`src/rtl/canbus_status.sv`:
```
module canbus_status (
  input  logic        clk,
  input  logic        rst_n,
  input  logic        wr_en,
  input  logic [31:0] wr_data,
  output logic [31:0] rd_data,
  input  logic        err_stb,
  input  logic [2:0]  err_kind,
  input  logic        tx_ok,
  input  logic        rx_ok,
  input  logic        recov_tick,
  input  logic        err_passive
);

  localparam logic [2:0] CODE_NONE = 3'd0;
  localparam logic [2:0] CODE_BIT0 = 3'd5;

  logic [2:0] code_q;
  logic       txf_q, rxf_q;

  wire unused_hi = ^wr_data[31:5];

  wire err_hit = err_stb && (err_kind != 3'd0) && (err_kind != 3'd7);
  wire ok_hit  = tx_ok || rx_ok;

  always_ff @(posedge clk) begin
    if (!rst_n) begin
      code_q <= CODE_NONE;
    end else if (err_hit) begin
      code_q <= err_kind;
    end else if (recov_tick) begin
      code_q <= CODE_BIT0;
    end else if (ok_hit) begin
      code_q <= CODE_NONE;
    end else if (wr_en) begin
      code_q <= wr_data[2:0];
    end
  end

  always_ff @(posedge clk) begin
    if (!rst_n) begin
      txf_q <= 1'b0;
      rxf_q <= 1'b0;
    end else begin
      if (tx_ok)      txf_q <= 1'b1;
      else if (wr_en) txf_q <= wr_data[3];
      if (rx_ok)      rxf_q <= 1'b1;
      else if (wr_en) rxf_q <= wr_data[4];
    end
  end

  assign rd_data = {26'd0, err_passive, rxf_q, txf_q, code_q};


  no_hw_sentinel_chk: assert property (@(posedge clk) disable iff (!rst_n)
    (!wr_en && rd_data[2:0] != 3'd7) |=> rd_data[2:0] != 3'd7);


  err_code_load_chk: assert property (@(posedge clk) disable iff (!rst_n)
    (err_stb && err_kind inside {[3'd1:3'd6]}) |=> rd_data[2:0] == $past(err_kind));


  recov_load_chk: assert property (@(posedge clk) disable iff (!rst_n)
    (recov_tick && !(err_stb && err_kind inside {[3'd1:3'd6]})) |=> rd_data[2:0] == 3'd5);


  ok_clear_chk: assert property (@(posedge clk) disable iff (!rst_n)
    ((tx_ok || rx_ok) && !err_stb && !recov_tick) |=> rd_data[2:0] == 3'd0);


  tx_flag_sticky_chk: assert property (@(posedge clk) disable iff (!rst_n)
    (!wr_en && rd_data[3]) |=> rd_data[3]);


  rx_flag_set_chk: assert property (@(posedge clk) disable iff (!rst_n)
    rx_ok |=> rd_data[4]);

endmodule

```
`config.mk`:
```
export PLATFORM = sky130hd
export DESIGN_NAME = canbus_status
export DESIGN_NICKNAME = d
export VERILOG_FILES = /design/src/rtl/canbus_status.sv
export SDC_FILE = /design/constraint.sdc
export NUM_CORES = 1
export LEC_CHECK = 0
export ABC_AREA = 1
export BUFFER_PORTS_ARGS = -buffer_cell sky130_fd_sc_hd__buf_2
export CORE_MARGIN = 2
export CORE_UTILIZATION = 30
export CTS_CLUSTER_SIZE = 14
export DETAILED_ROUTE_END_ITERATION = 10
export GPL_TIMING_DRIVEN = 0
export PLACE_DENSITY = 0.78
export SLEW_MARGIN = 40
export SYNTH_ARGS = -nofsm -noshare
export SYNTH_HDL_FRONTEND = slang
export SYNTH_SLANG_ARGS = --single-unit
export TNS_END_PERCENT = 1
```
`constraint.sdc`:
```
create_clock -name clk -period 0.8 [get_ports clk]
set_input_delay 0.08 -clock clk [delete_from_list [all_inputs] [get_ports clk]]
set_output_delay 0.08 -clock clk [all_outputs]
set_load 0.01 [all_outputs]
```
==> results of run 1 <==
flip-flops by register name, summed over array words and instances (netlist names):
register and flops:
code_q 3, rxf_q 1, txf_q 1
worst min path at each step:
stage | slack [ns] | end | from
final | 0.08 | code_q[1] | rst_n
after global routing | 0.09 | code_q[1] | rst_n
after CTS | 0.08 | code_q[1] | rst_n
after detailed placement | 0.34 | code_q[1] | rst_n
after global placement | 0.33 | code_q[0] | rst_n
after floorplan | 0.21 | code_q[0] | rst_n
cells in the final DEF, fill, tap and decap left out, types with 3 or more instances in the layout:
master / netlist / layout
conb_1: 1 / 26
buf_4: 29 / 27
dfxtp_2: 0 / 4
buf_2: 0 / 18
nand2_1: 18 / 18
inv_1: 4 / 4
a21oi_1: 4 / 4
clkbuf_4: 0 / 3
nor2_1: 8 / 8
inv_2: 4 / 4
worst reg2reg max path, cell delays in order, from the launching register on:
cell and delay, ns:
dfxtp_2 0.31, nand3b_1 0.14, nand2_1 0.06, nor2_1 0.04
synthesized netlist by cell type, drive strengths merged:
| master | count | area share |
|---|---|---|
| dfxtp | 5 | 0.18 |
| nand2 | 21 | 0.16 |
| nand3 | 3 | 0.036 |
| nor2 | 10 | 0.085 |
| clkinv | 1 | 0.0067 |
| a21oi | 4 | 0.036 |
| buf | 29 | 0.39 |
| o21bai | 1 | 0.013 |
| inv | 8 | 0.054 |
| nand3b | 2 | 0.027 |
| conb | 1 | 0.0067 |
through the flow:
step | setup WS [ns] | cells | hold slack [ns] | power [mW]
floorplan | 0.125 | 110 | 0.206 | 0.537
global placement | -0.0543 | 155 | 0.334 | 0.610
detailed placement | -0.0957 | 155 | 0.341 | 0.616
CTS | -0.0534 | 158 | 0.0839 | 0.925
global route | -0.00776 | 157 | 0.0878 | 0.992
finish | 0.0369 | 157 | 0.0807 | 0.905
power by group:
group	internal, mW	leakage (nW)	switching, mW
Sequential	0.272	0.0427	0.0101
Clock	0.188	0.0150	0.101
Combinational	0.168	0.456	0.166
Total	0.628	0.513	0.277
routing by layer:
| metal | global-route usage | vias to the layer above | wire (um) |
|---|---|---|---|
| met5 | 0 | - | 0 |
| met4 | 0 | 0 | 0 |
| met3 | 0.0808 | 0 | 155 |
| met2 | 0.184 | 31 | 471 |
| met1 | 0.0920 | 205 | 344 |
| li1 | - | 298 | - |
logic make-up (layout without fill, tap and decap cells):
family / count (synthesis) / count (layout) / share of synthesized area
buf+inv: 38 / 60 / 0.452
simple gates: 36 / 36 / 0.312
compound gates: 5 / 5 / 0.0494
flops: 5 / 5 / 0.180
other cells: 1 / 26 / 0.00674
timing repair:
action	in CTS	in global routing
endpoints found under the hold margin	0	0
resized for setup	5	2
pin swaps	0	0
setup endpoints to repair	2	3
gates cloned	0	0
cell type report:
cell class	count	area share
repair buffers	20	0.139
well taps	25	0.0386
multi-input cells	67	0.369
flip-flops and latches	5	0.130
clock buffers	4	0.0324
plain buffers	27	0.250
inverters	9	0.0417
==> reports/results.tsv, run 1 <==
metric	value	unit
Yosys Warn Count	0	
fin crit share	0.954	
final wirelength	972	um
Num Clock Sinks	5	
register area	105	um^2
Power Dens Cells	1120	nW/um^2
hold_buf cts	0	
Final min period	0.763	ns
Tot GR Track Use	0.100	
Final Util	0.465	
Hold Path Class	input pin to flip-flop	
Reg clk slew, reported paths	0.04	ns
FILL cells	192	
worst ir drop on vdd	1110	uV
setup TNS	0	ns
via count	534	
Clk Tree Root Cell	clkbuf_4	
DIE AREA	2220	um^2
initial antenna violation count	0	
post-DR wirelength/cell	6.19	um
Port-buffer cells	20	
syn avg cell area	6.55	um^2
vias per cell	3.40	
Initial DRC Count	5	
Leak	0.513	nW
Post-Synthesis Cell Area	557	um^2
sequential share of the synthesized area	0.180	
CP arrival	0.68	ns
CP peak stage delay	0.31	ns
cts bufs inserted	3	
Crit path max-delay family	flip-flops	
Hold Path Depth	3	
Worst R2R Start	code_q[1]	
Bufs and invs on worst path	1	
postcts setup bufs	0	
critical path launch point	code_q[1]	
Final Slew Violations	0	
row count	15	
Fin. Hold Viols	0	
core area	1750	um^2
reg-to-reg critical path endpoint	code_q[1]	
layout cells sized above 1	0.485	
Synth cell types	17	
# diodes	0	
DRT antenna net count	0	
unrepaired setup endpoints after global routing	true	
flop2flop setup slack	0.14	ns
Pre-Repair DR Iteration Count	4	
CP Class	flip-flop to primary output	
max cap viols	0	
first-pass GRT wire length	1500	um
CP endpoint	rd_data[1]	
FF+latch count, synth	5	
vias in the first global route	429	
post-route clock skew	0	ns
H-tree depth	1	
Starting Density	0.319	
CTS tree	done	
largest net degree at the start of global routing	7	
Worst Setup Start Kind	flip-flop	
status	completed	
placed cell area	782	um^2
R2R depth	3	
Layout area overhead	45.6	%
dpl hpwl	911	um
DRC violations left	0	
Critical-path top delay cell	dfxtp_2	
routability congestion estimate	0.681	
GRT Residual Overflow	0	
area of the multi-input gates	299	um^2
chip height	47.1	um
I/O pin count	75	
fmax	1310	MHz
kind of end point of the critical path	primary output	
Worst Path Max Fanout	2	
Die X	47.1	um
CP Cell Sequence	buf_2	
Final #Nets	176	
worst endpoint required time	0.72	ns
Skew-Pair Late Insertion Delay	0.24	ns
Finished Cell Area	811	um^2
Longest Clk Path Bufs	2	
final setup fails	0	
critical path depth	1	
post-synthesis cell count	85	
No activity file was read; power rests on OpenSTA's default activity.
==> run 2: changes to the inputs <==
- PLACE_DENSITY: 0.78 -> not set
- PLACE_DENSITY_LB_ADDON: not set -> 0.05
==> run 2 against run 1 <==
  * Combinational power about the same
  * First-iteration DRC count unchanged
  * Global-route usage decreased by 2.1 points
  * Wire length increased by 1.4%
  * Worst setup slack got worse by 0.0032 ns
  * Clock skew unchanged
  * Flip-flop and latch count unchanged
  * Count of clock-buffer cells in the layout unchanged
  * Total power decreased by 0.34%
  * Critical path depth unchanged
  * Core utilization decreased by 0.072 points
  * Worst hold slack improved by 0.013 ns
  * Largest power group unchanged
  * Highest routed layer unchanged
==> reports/results.tsv, run 2 (same netlist as run 1, synthesis figures left out) <==
metric	value	unit
Longest Clk Path Bufs	2	
FILL cells	206	
routability congestion estimate	0.668	
vias per cell	3.36	
Crit path max-delay family	flip-flops	
Port-buffer cells	20	
H-tree depth	1	
flop2flop setup slack	0.15	ns
kind of end point of the critical path	primary output	
fmax	1300	MHz
Final Slew Violations	0	
cts bufs inserted	3	
Final #Nets	176	
Reg clk slew, reported paths	0.04	ns
dpl hpwl	878	um
max cap viols	0	
final setup fails	0	
setup TNS	0	ns
CP Cell Sequence	buf_2	
GRT Residual Overflow	0	
hold_buf cts	0	
chip height	47.1	um
Critical-path top delay cell	dfxtp_1	
vias in the first global route	342	
Fin. Hold Viols	0	
Bufs and invs on worst path	1	
Largest register FFs	3	
row count	15	
I/O pin count	75	
post-DR wirelength/cell	6.28	um
Regs by FF count	code_q: 3 flops, rxf_q: 1 flops, txf_q: 1 flops	
post-route worst setup slack	0.0337	ns
Worst Setup Start Kind	flip-flop	
Final Total Pwr	0.902	mW
CP Class	flip-flop to primary output	
post-route clock skew	0	ns
DRT antenna net count	0	
first-pass GRT wire length	1210	um
Leak	0.513	nW
status	completed	
Skew-Pair Late Insertion Delay	0.24	ns
Clk Tree Root Cell	clkbuf_4	
Final min period	0.766	ns
DIE AREA	2220	um^2
Reg with most FFs	code_q	
CP peak stage delay	0.32	ns
CTS tree	done	
largest net degree at the start of global routing	7	
most frequent cells in the layout	buf_4, conb_1, nand2_1, buf_2, nor2_1	
Hold Path Class	input pin to flip-flop	
Num Clock Sinks	5	
worst endpoint required time	0.72	ns
Initial DRC Count	5	
postcts setup bufs	0	
# diodes	0	
final wirelength	986	um
worst ir drop on vdd	572	uV
core area	1750	um^2
CP arrival	0.69	ns
pre-CTS setup slack	-0.0929	ns
commonest non-fill, non-tap cell in the layout	buf_4	
Pre-Repair DR Iteration Count	2	
layout cells sized above 1	0.477	
via count	527	
unrepaired setup endpoints after global routing	false	
Starting Density	0.319	
Tot GR Track Use	0.0790	
Power Dens Cells	1110	nW/um^2
Die X	47.1	um
DRC violations left	0	
Layout area overhead	45.4	%
initial antenna violation count	0	
fin crit share	0.958	
Worst Path Max Fanout	2	
==> run 2: what timing repair did <==
item,CTS,global route
setup endpoints to repair,2,2
resized for setup,3,2
cloned,0,0
==> run 2: final timing paths <==
path | from | to | cells after the start
max reg2reg | code_q[1] | code_q[1] | 3
max | code_q[1] | rd_data[1] | 1
min | rst_n | code_q[0] | 3
min reg2reg | txf_q | txf_q | 2
==> run 2: per-stage QoR <==
step | util | hold WS, ns | instances | instance area, um^2
final | 0.464 | 0.0937 | 157 | 810
after CTS | 0.467 | 0.0912 | 158 | 815
after global placement | 0.448 | 0.345 | 155 | 782
after global routing | 0.464 | 0.0989 | 157 | 810
after detailed placement | 0.448 | 0.346 | 155 | 782
after floorplan | - | 0.206 | 110 | 651
==> run 2: metal layers <==
| layer | track usage | up-vias | share of wire |
|---|---|---|---|
| met3 | 0.0500 | 0 | 0.13 |
| met5 | 0 | - | 0 |
| met1 | 0.0668 | 202 | 0.38 |
| met2 | 0.145 | 30 | 0.49 |
| met4 | 0.0333 | 0 | 0 |
| li1 | - | 295 | - |
==> run 2: power by group <==
part | total (mW) | internal, mW | leakage, nW | switching, mW
sequential | 0.280 | 0.271 | 0.0423 | 0.00892
clock | 0.287 | 0.188 | 0.0150 | 0.0992
combinational | 0.334 | 0.168 | 0.456 | 0.167
total | 0.902 | 0.627 | 0.513 | 0.275
==> run 2: area by class of cell <==
cell class	count	area, um^2	area share
multi-input cells	67	299	0.369
plain buffers	27	203	0.250
repair buffers	20	113	0.139
flip-flops and latches	5	104	0.128
inverters	9	33.8	0.0417
well taps	25	31.3	0.0386
clock buffers	4	26.3	0.0325
==> run 3: changes to the inputs <==
- ABC_AREA: 1 -> not set
==> run 3 against run 2 <==
  * The run now ends with negative setup slack left
  * Core utilization is 3.9 points higher
  * Final cell count is 9.6% lower
  * Via count fell by 0.19%
==> reports/results.tsv, run 3 <==
metric	value	unit
status	finished, violations left	
failing checks	negative setup slack	
met2 WL	515	um
Initial DRC Count	5	
hold_buf cts	0	
metal3 WL	122	um
initial antenna violation count	0	
final wirelength	1110	um
I/O pin count	75	
CP arrival	1.00	ns
GRT Residual Overflow	0	
Bufs and invs on worst path	1	
Regs by FF count	code_q: 3 flops, rxf_q: 1 flops, txf_q: 1 flops	
commonest non-fill, non-tap cell in the layout	buf_4	
Final min period	0.890	ns
H-tree depth	1	
Die X	46.7	um
Gate power share	0.401	
post-DR wirelength/cell	7.84	um
max cap viols	0	
post-synthesis cell count	67	
Final Slew Violations	0	
most frequent cells in the layout	buf_4, conb_1, buf_2	
FF+latch count, synth	5	
syn avg cell area	8.16	um^2
setup TNS	-0.416	ns
chip height	46.7	um
Worst Setup Start Kind	input pin	
layout cells sized above 1	0.547	
Switching Fraction	0.293	
WL met1	455	um
Post-Synthesis Cell Area	547	um^2
Hold Path Depth	2	
Yosys Warn Count	0	
R2R depth	2	
hold slack	0.124	ns
Switch Pwr	0.274	mW
Pre-Repair DR Iteration Count	3	
fmax	1120	MHz
post-synth top area share	0.398	
ys async rst share	0	
Port-buffer cells	19	
Largest register FFs	3	
dpl hpwl	930	um
placed cell area	767	um^2
Flop pwr share	0.297	
internal power	0.660	mW
cts bufs inserted	3	
DIE AREA	2180	um^2
critical path depth	5	
Final #Nets	161	
row count	15	
Reg clk slew, reported paths	0.04	ns
Worst Path Max Fanout	7	
Crit path max-delay family	compound AO/OA/AOI/OAI gates	
routability congestion estimate	0.573	
ys flop type	dfxtp_1	
post-route worst setup slack	-0.0905	ns
Longest Clk Path Bufs	2	
Fin. Hold Viols	0	
DR top layer	met4	
Synth cell types	23	
vias per cell	3.70	
worst ir drop on vdd	812	uV
Critical-path top delay cell	o41a_1	
Reg with most FFs	code_q	
Power Dens Cells	1080	nW/um^2
Tot GR Track Use	0.114	
Leak	0.471	nW
post-route clock skew	0	ns
count leader, synth	buf_4	
Final Total Pwr	0.934	mW
largest cells by area after synthesis	buf_4, dfxtp_1, nor3_1	
DRT antenna net count	0	
Final Util	0.503	
area leader, netlist	buf_4	
Skew-Pair Late Insertion Delay	0.23	ns
# diodes	0	
CP Class	input pin to flip-flop	
Num Clock Sinks	5	
core area	1730	um^2
CTS tree	done	
Layout area overhead	58.8	%
CP peak stage delay	0.31	ns
CP Cell Sequence	buf_8, and3_4, o31ai_4, nor3b_2, o41a_1	
Finished Cell Area	868	um^2
via count	526	
first-pass GRT wire length	1680	um
largest net degree at the start of global routing	9	
top cells by count, synth	buf_4, dfxtp_1, nor3_1	
Clk Tree Root Cell	clkbuf_4	
worst endpoint required time	0.91	ns
fin crit share	1.11	
Hold Path Class	input pin to flip-flop	
kind of end point of the critical path	flip-flop	
sequential share of the synthesized area	0.183	
vias in the first global route	412	
Clk network pwr share	0.302	
final setup fails	7	
EDFF count, synth	0	
unrepaired setup endpoints after global routing	true	
Starting Density	0.317	
DRC violations left	0	
run 3: changes by cell type in the layout (fill, tap and decap cells not counted), moves of 3 or more:
cell     previous run  this run
dfxtp_1             2         5
dfxtp_2             3         0
nand2_1            18         3
inv_2               4         1
nor3_1              0         3
a21oi_1             4         0
nor2_1              8         3
inv_1               4         0
buf_4              27        31
run 3: cells by family (layout without fill, tap and decap cells):
| family | after synthesis | count (layout) | share of synthesized area |
|---|---|---|---|
| multiplexers | 2 | 2 | 0.0412 |
| flip-flops | 5 | 5 | 0.183 |
| AND/OR/NAND/NOR | 17 | 17 | 0.167 |
| buffers and inverters | 31 | 56 | 0.412 |
| AO/OA/AOI/OAI | 11 | 11 | 0.190 |
| other | 1 | 26 | 0.00686 |
run 3: power by group through the flow:
stage	combinational (mW)	clock (mW)	sequential [mW]
final	0.375	0.282	0.277
after global routing	0.414	0.315	0.278
after CTS	0.366	0.294	0.277
after detailed placement	0.337	0	0.282
after global placement	0.333	0	0.282
after floorplan	0.245	0	0.287
run 3: layout make-up:
class | count | area [um^2]
buffer | 30 | 223
clock buffer | 4 | 26.3
fill | 188 | 858
inverter | 1 | 3.75
multi-input combinational | 56 | 348
sequential | 5 | 100
tap | 25 | 31.3
timing repair buffer | 21 | 136
run 3: timing repair:
| action | CTS | global route |
|---|---|---|
| pin swaps | 4 | 2 |
| setup endpoints to repair | 7 | 7 |
| cloned | 0 | 0 |
| gates resized for setup | 12 | 4 |
| setup buffers | 2 | 0 |
run 3: stage by stage:
step / setup WS [ns] / std cells
5_1_grt: -0.143 / 142
3_3_place_gp: -0.463 / 136
4_1_cts: -0.194 / 142
3_5_place_dp: -0.490 / 136
6_report: -0.0905 / 142
2_1_floorplan: -0.227 / 92
run 3: per-layer routing:
layer	vias to the layer above	GRT usage
li1	280	-
met1	213	0.143
met2	29	0.169
met3	4	0.0235
met4	0	0.0833
met5	-	0
run 3: final timing paths:
check,startpoint,to,slack (ns)
worst min register to register,code_q[0],code_q[0],0.51
worst min-delay path,rst_n,txf_q,0.12
worst max-delay path,err_kind[0],code_q[2],-0.09
worst max register to register,code_q[2],code_q[2],-0.07
